[src/rtl/secreg_pkg.sv]
package secreg_pkg;
  typedef enum logic [1:0] {
    OP_START = 2'd0,
    OP_WRITE = 2'd1,
    OP_READ  = 2'd2,
    OP_STOP  = 2'd3
  } bus_op_e;

  typedef enum logic [1:0] {
    K_WR   = 2'd0,
    K_RADR = 2'd1,
    K_RDAT = 2'd2
  } xfer_kind_e;

  typedef enum logic [3:0] {
    S_IDLE, S_PRE, S_START, S_SLA, S_REG, S_DAT,
    S_RDB, S_STOP, S_DECIDE, S_RESP
  } seq_state_e;
endpackage

[src/rtl/secreg_guard.sv]
module secreg_guard #(
  parameter int CYC = 12500,
  localparam int W = $clog2(CYC + 2)
) (
  input  logic clk,
  input  logic rst,
  input  logic arm,
  output logic idle
);
  logic [W-1:0] cnt;

  always_ff @(posedge clk) begin
    if (rst)             cnt <= '0;
    else if (arm)        cnt <= W'(CYC);
    else if (cnt != '0)  cnt <= cnt - 1'b1;
  end

  assign idle = (cnt == '0);

  AST_GUARD_ONLY_AFTER_ARM: assert property (@(posedge clk) disable iff (rst)
    $fell(idle) |-> $past(arm));
endmodule

[src/rtl/secreg_retry.sv]
module secreg_retry #(
  parameter int         TRIES    = 3,
  parameter logic [7:0] FIFO_REG = 8'h05,
  parameter logic [7:0] ACC_REG  = 8'h00,
  localparam int TW = $clog2(TRIES + 1)
) (
  input  logic       clk,
  input  logic       rst,
  input  logic       clr,
  input  logic       step,
  input  logic [7:0] reg_addr,
  input  logic       fail,
  input  logic [7:0] rbyte,
  output logic       again,
  output logic [7:0] final_data,
  output logic       final_err
);
  logic [TW-1:0] tries;

  always_ff @(posedge clk) begin
    if (rst || clr) tries <= '0;
    else if (step)  tries <= tries + 1'b1;
  end

  always_comb begin
    final_data = fail ? 8'hFF : rbyte;
    final_err  = fail && (reg_addr != ACC_REG);
    again      = (final_data == 8'hFF) && (reg_addr != FIFO_REG) &&
                 ((int'(tries) + 1) < TRIES);
  end

  AST_TRY_LIMIT: assert property (@(posedge clk) disable iff (rst)
    int'(tries) <= TRIES);
  AST_FIFO_ONCE: assert property (@(posedge clk) disable iff (rst)
    (step && reg_addr == FIFO_REG) |-> (tries == '0));
endmodule

[src/rtl/secreg_xfer.sv]
module secreg_xfer
  import secreg_pkg::*;
#(
  parameter logic [6:0] DEV_ADDR = 7'h20,
  parameter logic [7:0] ACC_REG  = 8'h00
) (
  input  logic       clk,
  input  logic       rst,
  input  logic       req_valid,
  output logic       req_ready,
  input  logic       req_write,
  input  logic [7:0] req_addr,
  input  logic [7:0] req_wdata,
  output logic       rsp_valid,
  output logic [7:0] rsp_rdata,
  output logic       rsp_err,
  output logic       cmd_valid,
  input  logic       cmd_ready,
  output logic [1:0] cmd_op,
  output logic [7:0] cmd_byte,
  input  logic       mst_done,
  input  logic       mst_nack,
  input  logic [7:0] mst_rdata,
  input  logic       guard_idle,
  output logic       guard_arm,
  output logic       retry_clr,
  output logic       retry_step,
  output logic [7:0] retry_reg,
  output logic       retry_fail,
  output logic [7:0] retry_rbyte,
  input  logic       retry_again,
  input  logic [7:0] retry_data,
  input  logic       retry_err
);
  localparam logic [7:0] SLA_W = {DEV_ADDR, 1'b0};
  localparam logic [7:0] SLA_R = {DEV_ADDR, 1'b1};

  seq_state_e st;
  xfer_kind_e kind;
  logic       pend, fail, wr_q;
  logic [7:0] reg_q, dat_q, rbyte_q, rdata_q;
  logic       err_q;
  logic       hs, op_done, is_cmd;

  always_comb begin
    cmd_op   = OP_START;
    cmd_byte = 8'h00;
    is_cmd   = 1'b1;
    case (st)
      S_START: cmd_op = OP_START;
      S_SLA:   begin cmd_op = OP_WRITE; cmd_byte = (kind == K_RDAT) ? SLA_R : SLA_W; end
      S_REG:   begin cmd_op = OP_WRITE; cmd_byte = reg_q; end
      S_DAT:   begin cmd_op = OP_WRITE; cmd_byte = dat_q; end
      S_RDB:   cmd_op = OP_READ;
      S_STOP:  cmd_op = OP_STOP;
      default: is_cmd = 1'b0;
    endcase
    cmd_valid = is_cmd && !pend;
  end

  assign hs        = cmd_valid && cmd_ready;
  assign op_done   = pend && mst_done;
  assign req_ready = (st == S_IDLE);
  assign rsp_valid = (st == S_RESP);
  assign rsp_rdata = rdata_q;
  assign rsp_err   = err_q;

  assign guard_arm   = (st == S_STOP) && op_done && (kind == K_RDAT);
  assign retry_clr   = (st == S_IDLE) && req_valid;
  assign retry_step  = (st == S_DECIDE);
  assign retry_reg   = reg_q;
  assign retry_fail  = fail;
  assign retry_rbyte = rbyte_q;

  always_ff @(posedge clk) begin
    if (rst) begin
      st      <= S_IDLE;
      kind    <= K_WR;
      pend    <= 1'b0;
      fail    <= 1'b0;
      wr_q    <= 1'b0;
      reg_q   <= 8'h00;
      dat_q   <= 8'h00;
      rbyte_q <= 8'h00;
      rdata_q <= 8'h00;
      err_q   <= 1'b0;
    end else begin
      if (hs)           pend <= 1'b1;
      else if (op_done) pend <= 1'b0;
      case (st)
        S_IDLE: if (req_valid) begin
          wr_q  <= req_write;
          reg_q <= req_addr;
          dat_q <= req_wdata;
          kind  <= req_write ? K_WR : K_RADR;
          st    <= S_PRE;
        end
        S_PRE: if (guard_idle) st <= S_START;
        S_START: if (op_done) begin
          fail <= 1'b0;
          st   <= S_SLA;
        end
        S_SLA: if (op_done) begin
          if (mst_nack) begin fail <= 1'b1; st <= S_STOP; end
          else st <= (kind == K_RDAT) ? S_RDB : S_REG;
        end
        S_REG: if (op_done) begin
          if (mst_nack) begin fail <= 1'b1; st <= S_STOP; end
          else st <= (kind == K_WR) ? S_DAT : S_STOP;
        end
        S_DAT: if (op_done) begin
          fail <= mst_nack;
          st   <= S_STOP;
        end
        S_RDB: if (op_done) begin
          rbyte_q <= mst_rdata;
          fail    <= mst_nack;
          st      <= S_STOP;
        end
        S_STOP: if (op_done) begin
          case (kind)
            K_WR: begin
              rdata_q <= 8'h00;
              err_q   <= fail;
              st      <= S_RESP;
            end
            K_RADR: begin
              kind <= K_RDAT;
              st   <= S_START;
            end
            default: st <= S_DECIDE;
          endcase
        end
        S_DECIDE: begin
          if (retry_again) begin
            kind <= K_RADR;
            st   <= S_PRE;
          end else begin
            rdata_q <= retry_data;
            err_q   <= retry_err;
            st      <= S_RESP;
          end
        end
        S_RESP: st <= S_IDLE;
        default: st <= S_IDLE;
      endcase
    end
  end

  AST_CMD_HOLD: assert property (@(posedge clk) disable iff (rst)
    (cmd_valid && !cmd_ready) |=> (cmd_valid && $stable(cmd_op) && $stable(cmd_byte)));
  AST_GUARD_GAP: assert property (@(posedge clk) disable iff (rst)
    (cmd_valid && cmd_op == OP_START && kind != K_RDAT) |-> guard_idle);
  AST_RSP_PULSE: assert property (@(posedge clk) disable iff (rst)
    rsp_valid |=> !rsp_valid);
  AST_FAIL_DATA: assert property (@(posedge clk) disable iff (rst)
    (rsp_valid && !wr_q && rsp_err) |-> (rsp_rdata == 8'hFF));
  AST_ACCESS_TOLERATED: assert property (@(posedge clk) disable iff (rst)
    (rsp_valid && !wr_q && rsp_err) |-> (reg_q != ACC_REG));
  AST_NACK_STOP: assert property (@(posedge clk) disable iff (rst)
    (op_done && mst_nack && (st == S_SLA || st == S_REG || st == S_DAT))
      |=> (cmd_valid && cmd_op == OP_STOP));
endmodule

[src/rtl/secreg_i2c_seq.sv]
module secreg_i2c_seq #(
  parameter logic [6:0] DEV_ADDR  = 7'h20,
  parameter int         CLK_MHZ   = 50,
  parameter int         GUARD_US  = 250,
  parameter int         TRIES     = 3,
  parameter logic [7:0] FIFO_REG  = 8'h05,
  parameter logic [7:0] ACC_REG   = 8'h00,
  localparam int        GUARD_CYC = CLK_MHZ * GUARD_US
) (
  input  logic       clk,
  input  logic       rst,
  input  logic       req_valid,
  output logic       req_ready,
  input  logic       req_write,
  input  logic [7:0] req_addr,
  input  logic [7:0] req_wdata,
  output logic       rsp_valid,
  output logic [7:0] rsp_rdata,
  output logic       rsp_err,
  output logic       cmd_valid,
  input  logic       cmd_ready,
  output logic [1:0] cmd_op,
  output logic [7:0] cmd_byte,
  input  logic       mst_done,
  input  logic       mst_nack,
  input  logic [7:0] mst_rdata
);
  logic       guard_idle, guard_arm;
  logic       retry_clr, retry_step, retry_fail, retry_again, retry_err;
  logic [7:0] retry_reg, retry_rbyte, retry_data;

  secreg_guard #(.CYC(GUARD_CYC)) guard_i (
    .clk(clk), .rst(rst), .arm(guard_arm), .idle(guard_idle)
  );

  secreg_retry #(.TRIES(TRIES), .FIFO_REG(FIFO_REG), .ACC_REG(ACC_REG)) retry_i (
    .clk(clk), .rst(rst), .clr(retry_clr), .step(retry_step),
    .reg_addr(retry_reg), .fail(retry_fail), .rbyte(retry_rbyte),
    .again(retry_again), .final_data(retry_data), .final_err(retry_err)
  );

  secreg_xfer #(.DEV_ADDR(DEV_ADDR), .ACC_REG(ACC_REG)) xfer_i (
    .clk(clk), .rst(rst),
    .req_valid(req_valid), .req_ready(req_ready), .req_write(req_write),
    .req_addr(req_addr), .req_wdata(req_wdata),
    .rsp_valid(rsp_valid), .rsp_rdata(rsp_rdata), .rsp_err(rsp_err),
    .cmd_valid(cmd_valid), .cmd_ready(cmd_ready), .cmd_op(cmd_op), .cmd_byte(cmd_byte),
    .mst_done(mst_done), .mst_nack(mst_nack), .mst_rdata(mst_rdata),
    .guard_idle(guard_idle), .guard_arm(guard_arm),
    .retry_clr(retry_clr), .retry_step(retry_step), .retry_reg(retry_reg),
    .retry_fail(retry_fail), .retry_rbyte(retry_rbyte),
    .retry_again(retry_again), .retry_data(retry_data), .retry_err(retry_err)
  );
endmodule

[config.mk]
export PLATFORM = sky130hd
export DESIGN_NAME = secreg_i2c_seq
export DESIGN_NICKNAME = d
export VERILOG_FILES = /design/src/rtl/secreg_pkg.sv /design/src/rtl/secreg_guard.sv /design/src/rtl/secreg_retry.sv /design/src/rtl/secreg_xfer.sv /design/src/rtl/secreg_i2c_seq.sv
export SDC_FILE = /design/constraint.sdc
export NUM_CORES = 1
export LEC_CHECK = 0
export BUFFER_PORTS_ARGS = -buffer_cell sky130_fd_sc_hd__buf_4
export CORE_UTILIZATION = 55
export DETAILED_ROUTE_END_ITERATION = 16
export GPL_TIMING_DRIVEN = 0
export PLACE_DENSITY = 0.79
export SLEW_MARGIN = 20
export SYNTH_ARGS = -nofsm -noshare
export SYNTH_HDL_FRONTEND = slang
export SYNTH_HIERARCHICAL = 1
export SYNTH_SLANG_ARGS = --single-unit
[constraint.sdc]
create_clock -name clk -period 5.2 [get_ports clk]
set_clock_uncertainty 0.1 [all_clocks]
set_input_delay 0.52 -clock clk [delete_from_list [all_inputs] [get_ports clk]]
set_output_delay 0.52 -clock clk [all_outputs]
set_load 0.05 [all_outputs]
Word-level counts from Yosys, hierarchy flattened

Cells that the tools add are included.

Input port bits: 31
Bits in writable memories: 0
Logic and storage cells: 115
Bits in registers: 57
Memories kept: 0
Bits in read-only memories: 0
Latch bits: 0

$add $sub $neg: 3
Magnitude comparators: 1
Shift operators: 0
Multipliers: 0
Bitwise operators: 0
Multiplexer cells: 41
Reductions and logical operators: 32
Eq/ne operators: 26
Divide/modulo/power cells: 0

Operators with widths:

| kind                                                        | count |
|---|---|
| two-way mux 4 bit                                           | 10 |
| less-than comparator 32 x 3 -> 1 bit, second input constant | 1 |
| two-way mux 8 bit                                           | 4 |
| case mux 4 bit (8 select lines)                             | 1 |
| two-way mux 14 bit                                          | 2 |
| case mux 8 bit (3 select lines)                             | 1 |
| equality test 4 x 3 -> 1 bit, second input constant         | 4 |
| case mux 8 bit (2 select lines)                             | 1 |
| zero test 14 bit                                            | 1 |
| inequality test 2 x 1 -> 1 bit, second input constant       | 7 |
| nonzero test 14 bit                                         | 1 |
| subtractor 14 x 1 -> 14 bit, second input constant          | 1 |
| two-way mux 2 bit                                           | 6 |
| inequality test 2 bit, second input constant                | 6 |
| case mux 2 bit (3 select lines)                             | 2 |
| two-way mux 1 bit                                           | 11 |
| AND reduction 5 bit                                         | 2 |
| logical AND 1 bit                                           | 9 |
| equality test 4 x 2 -> 1 bit, second input constant         | 2 |
| equality test 4 bit, second input constant                  | 2 |
| equality test 8 bit, second input constant                  | 1 |
| inequality test 8 x 3 -> 1 bit, second input constant       | 1 |
| case mux 4 bit (2 select lines)                             | 1 |
| nonzero test 8 bit                                          | 1 |
| 19 further kinds                                            | 25 |

Longest topological paths before layout

Word-level depth: 6
Depth in mapped cells: 8
Gate-level depth less buffers: 8

Cells and area by module

The synthesis kept the hierarchy.

Modules (own cells, without submodules):

| module       | instances | cells each | seq. area each (um^2) | area an instance (um^2) |
|---|---|---|---|---|
| secreg_xfer  | 1         | 249        | 820.8                 | 2000.7 |
| secreg_guard | 1         | 84         | 280.3                 | 726.9 |
| secreg_retry | 1         | 27         | 40.0                  | 219.0 |

Worst setup path before layout

OpenSTA, ideal clock, no wires.

Path kind: reg-to-output
From: reg xfer_i.st[2]
To: out cmd_byte[0]
Path buffers: 2
Cell stages (with the launch flop): 5
Data arrival time: 1860 ps
Data required time: 4580 ps
Path slack: 2720 ps
Cells stage by stage: dfxtp_1 clkbuf_1 or3b_1 clkbuf_1 o21ai_1

Cells in the longest elaborated chain, start to end: 2
Elaborated cells on any way between the ends: 4
Classes of those cells: 3 x eq/ne; 1 x mux

Ends and longest elaborated chain:

| item                                                                         | line                 | text |
|---|---|---|
| start: declaration                                                           | secreg_xfer.sv:38    | `seq_state_e st;` |
| start signal: assignment                                                     | secreg_xfer.sv:105   | `else st <= (kind == K_RDAT) ? S_RDB : S_REG;` |
| start signal: assignment                                                     | secreg_xfer.sv:109   | `else st <= (kind == K_WR) ? S_DAT : S_STOP;` |
| equality test 4 x 3 -> 1 bit or equality test 4 x 2 -> 1 bit (tied branches) | secreg_xfer.sv:49    | `case (st)` |
| case mux 8 bit (3 select lines) *                                            | secreg_xfer.sv:49    |  |
| end: declaration                                                             | secreg_i2c_seq.sv:23 | `output logic [7:0] cmd_byte,` |

Mark *: on every way between the ends. The rest lies on a longest branch, timed or not.

Final worst setup path

Same ends and word-level chain as after synthesis.

==> metrics.md <==
| Metric | Value |
|---|---|
| Final Hold Fails | 0 |
| Layout cells sized above 1 | 0.227 |
| Vias/cell | 5.69 |
| Worst Hold Slack | roughly 310 ps |
| # setup viols final | 0 |
| Crit path largest cell delay | 420 ps |
| Num CTS Buffers | 9 |
| Slew @ Worst Pin | roughly 700 ps |
| Setup CP Type | reg2out |
| GR peak layer | met2 |
| PD cells | 501 mW/mm^2 |
| Clk root buf | clkbuf_8 |
| TritonCTS clock tree | done |
| Most frequent CP cell | clkbuf_1 |
| RePlAce Congestion | between 0.9 and 1 |
| Post-Syn Instances | between 300 and 400 |
| DR iter-0 viols | 270 |
| Slew Limit Fails | 0 |
| Total of max-cap violations | 0 |
| Avg WL per Cell | 14.3 um |
| Syn nets | 395 |
| Status | finished clean |
| Dominant cells by area after synthesis | dfxtp_1 39%, a21oi_1 6.8%, nand2_1 6.4% |
| Synth Area per Inst | 8.18 um^2 |
| CP required | around 4600 ps |
| Most flop-heavy register | guard_i/cnt |
| Die H | 75.2 um |
| Post-route cell area | 0.00362 mm^2 |
| Yosys warnings | 6 |
| Post-synthesis instance area | 0.00295 mm^2 |
| Worst path slowest cell | dfxtp_1 |
| Hold Path Class | in2reg |
| Antenna Cells | 0 |
| Crit-path max FO | 10 |
| Grt met3 use | 0.0495 |
| Placed insts | approximately 480 |
| Area leader, netlist | dfxtp_1 |
| Post-synth EDFFs | 0 |
| Synth Register Bits | 57 |
| DRC violations left | 0 |
| GR Util All Layers | 0.266 |
| Initial antenna violation count | 0 |
| Clock H-tree levels | 3 |
| CTS max path bufs | 2 |
| Detailed Route WL | 7140 um |
| Worst vdd ir | 0.396 mV |
| # nets final | approximately 460 |
| Vias | 2836 |
| Top cells by count, synth | 57 x dfxtp_1, 50 x nand2_1, 40 x a21oi_1, 33 x nor2_1, 17 x mux2i_1 |
| I/O Buffers | 52 |
| Leak | 1.41 nW |
| Max_slew headroom | 0.545 |
| Post-synth top area share | 0.387 |
| Setup TNS Final | 0 ps |
| Post-synthesis sequential area ratio | 0.387 |
| Count leader, synth | dfxtp_1 |
| Latest clock arrival within the worst-skew pair | between 300 and 400 ps |
| Final period util | 0.532 |
| F_max | 361 MHz |
| Cell Chain, Critical Path | clkbuf_1, or3b_1, clkbuf_1, o21ai_1, buf_4 |
| Arrival time worst endpoint | 2150 ps |
| 1st-pass router iterations | 4 |
| Vias in the first global route | 2460 |
| Resize count post-CTS | 0 |
| Clk sinks | 57 |
| Starting density of the core | 0.573 |
| Max reg flops | 14 |
| Post-CTS setup buffer count | 0 |
| DRT antenna net count | 0 |
| GR met2 Demand/Resource | 0.433 |
| Worst-path clk slew | 60 ps |
| Grt met1 use | 0.341 |
| Final Core Density | 0.704 |
| Largest net degree at the start of global routing | 13 |
| RSZ-0062 raised after global routing | false |
| Cts hold-fix bufs | 0 |
| Final non-filler cell total | about 500 |
| Gr ovfl total | 0 |
| Ys async rst share | 0 |
| Die Area | 0.00565 mm^2 |
| Most common flop cell mapped by yosys | dfxtp_1 |
| Core ar. | 0.00514 mm^2 |
| Area Overhead vs Synth | 22.7% |
| Tmin final | 2770 ps |
| DP HPWL | 5070 um |
| Synth cell types | 66 |
| CP endpoint kind | output pin |
| Die W | approximately 75 um |
| Site Rows | 26 |
| Startpoint types | register |
| Placed cell areas | 0.00342 mm^2 |
| Io pins | 53 |
| First-pass GRT wire length | around 11000 um |
[critical path: cells and delay by family, from the launching register on]
| family | cells | cell delay, ps |
|---|---|---|
| flops | 1 | 420 |
| buf+inv | 3 | 790 |
| simple gates | 1 | 390 |
| compound gates | 1 | 200 |
[cell type report]
type / instances / area, um^2
Multi-Input combinational cell: 272 / 1680
Fill cell: 435 / 1520
Sequential cell: 57 / 1140
Timing Repair Buffer: 52 / 390
Clock buffer: 12 / 165
Buffer: 20 / 87.6
Tap cell: 70 / 87.6
Inverter: 11 / 41.3
Clock inverter: 4 / 26.3
[through the flow]
stage                     power (W)  setup slack, ps
final                       0.00181             2430
after global routing        0.00194             2350
after CTS                   0.00181             2440
after detailed placement    0.00141             2810
after global placement      0.00139             2820
after floorplan             0.00123             2720
[layer usage]
layer / vias up / share of wire
met3: 12 / 0.050
met4: 0 / 0.019
met2: 86 / 0.48
met1: 1325 / 0.45
li1: 1413 / -
met5: - / 0
[placed cells by master, fill, tap and decap left out, types with 9 or more instances in the layout]
master    instances
dfxtp_1          57
buf_4            53
nand2_1          50
a21oi_1          40
nor2_1           33
mux2i_1          17
clkbuf_8         12
nand3_1          12
inv_1             9
or2_2             9
nor3_1            9
clkbuf_1          9
[cell families after synthesis]
kind of cell	after synthesis	synth area share
adders and majority gates	4	0.0170
and+or+nand+nor	167	0.304
buffers and inverters	31	0.0437
xor gates and xnor gates	3	0.00892
AOI/OAI and AO/OA	81	0.181
DFF	57	0.387
muxes	17	0.0577
[power breakdown]
part	internal [W]	switching [W]
clock network	0.000211	0.000182
logic	0.000335	0.000462
registers	0.000527	0.0000944
total	0.00107	0.000738
[path summary, 6_finish.rpt]
kind	start	endpoint	slack, ps	depth (start not counted)
worst max-delay path	xfer_i/st[2]$_SDFFE_PP0P_	cmd_byte[0]	2430	5
worst min register to register	xfer_i/rsp_rdata[0]$_SDFFE_PP0P_	xfer_i/rsp_rdata[0]$_SDFFE_PP0P_	350	2
worst max register to register	xfer_i/st[1]$_SDFFE_PP0P_	guard_i/cnt[11]$_SDFFE_PP0P_	2950	6
worst min-delay path	cmd_ready	xfer_i/pend$_SDFFE_PP0P_	310	3
(Power assumes the default switching activity.)
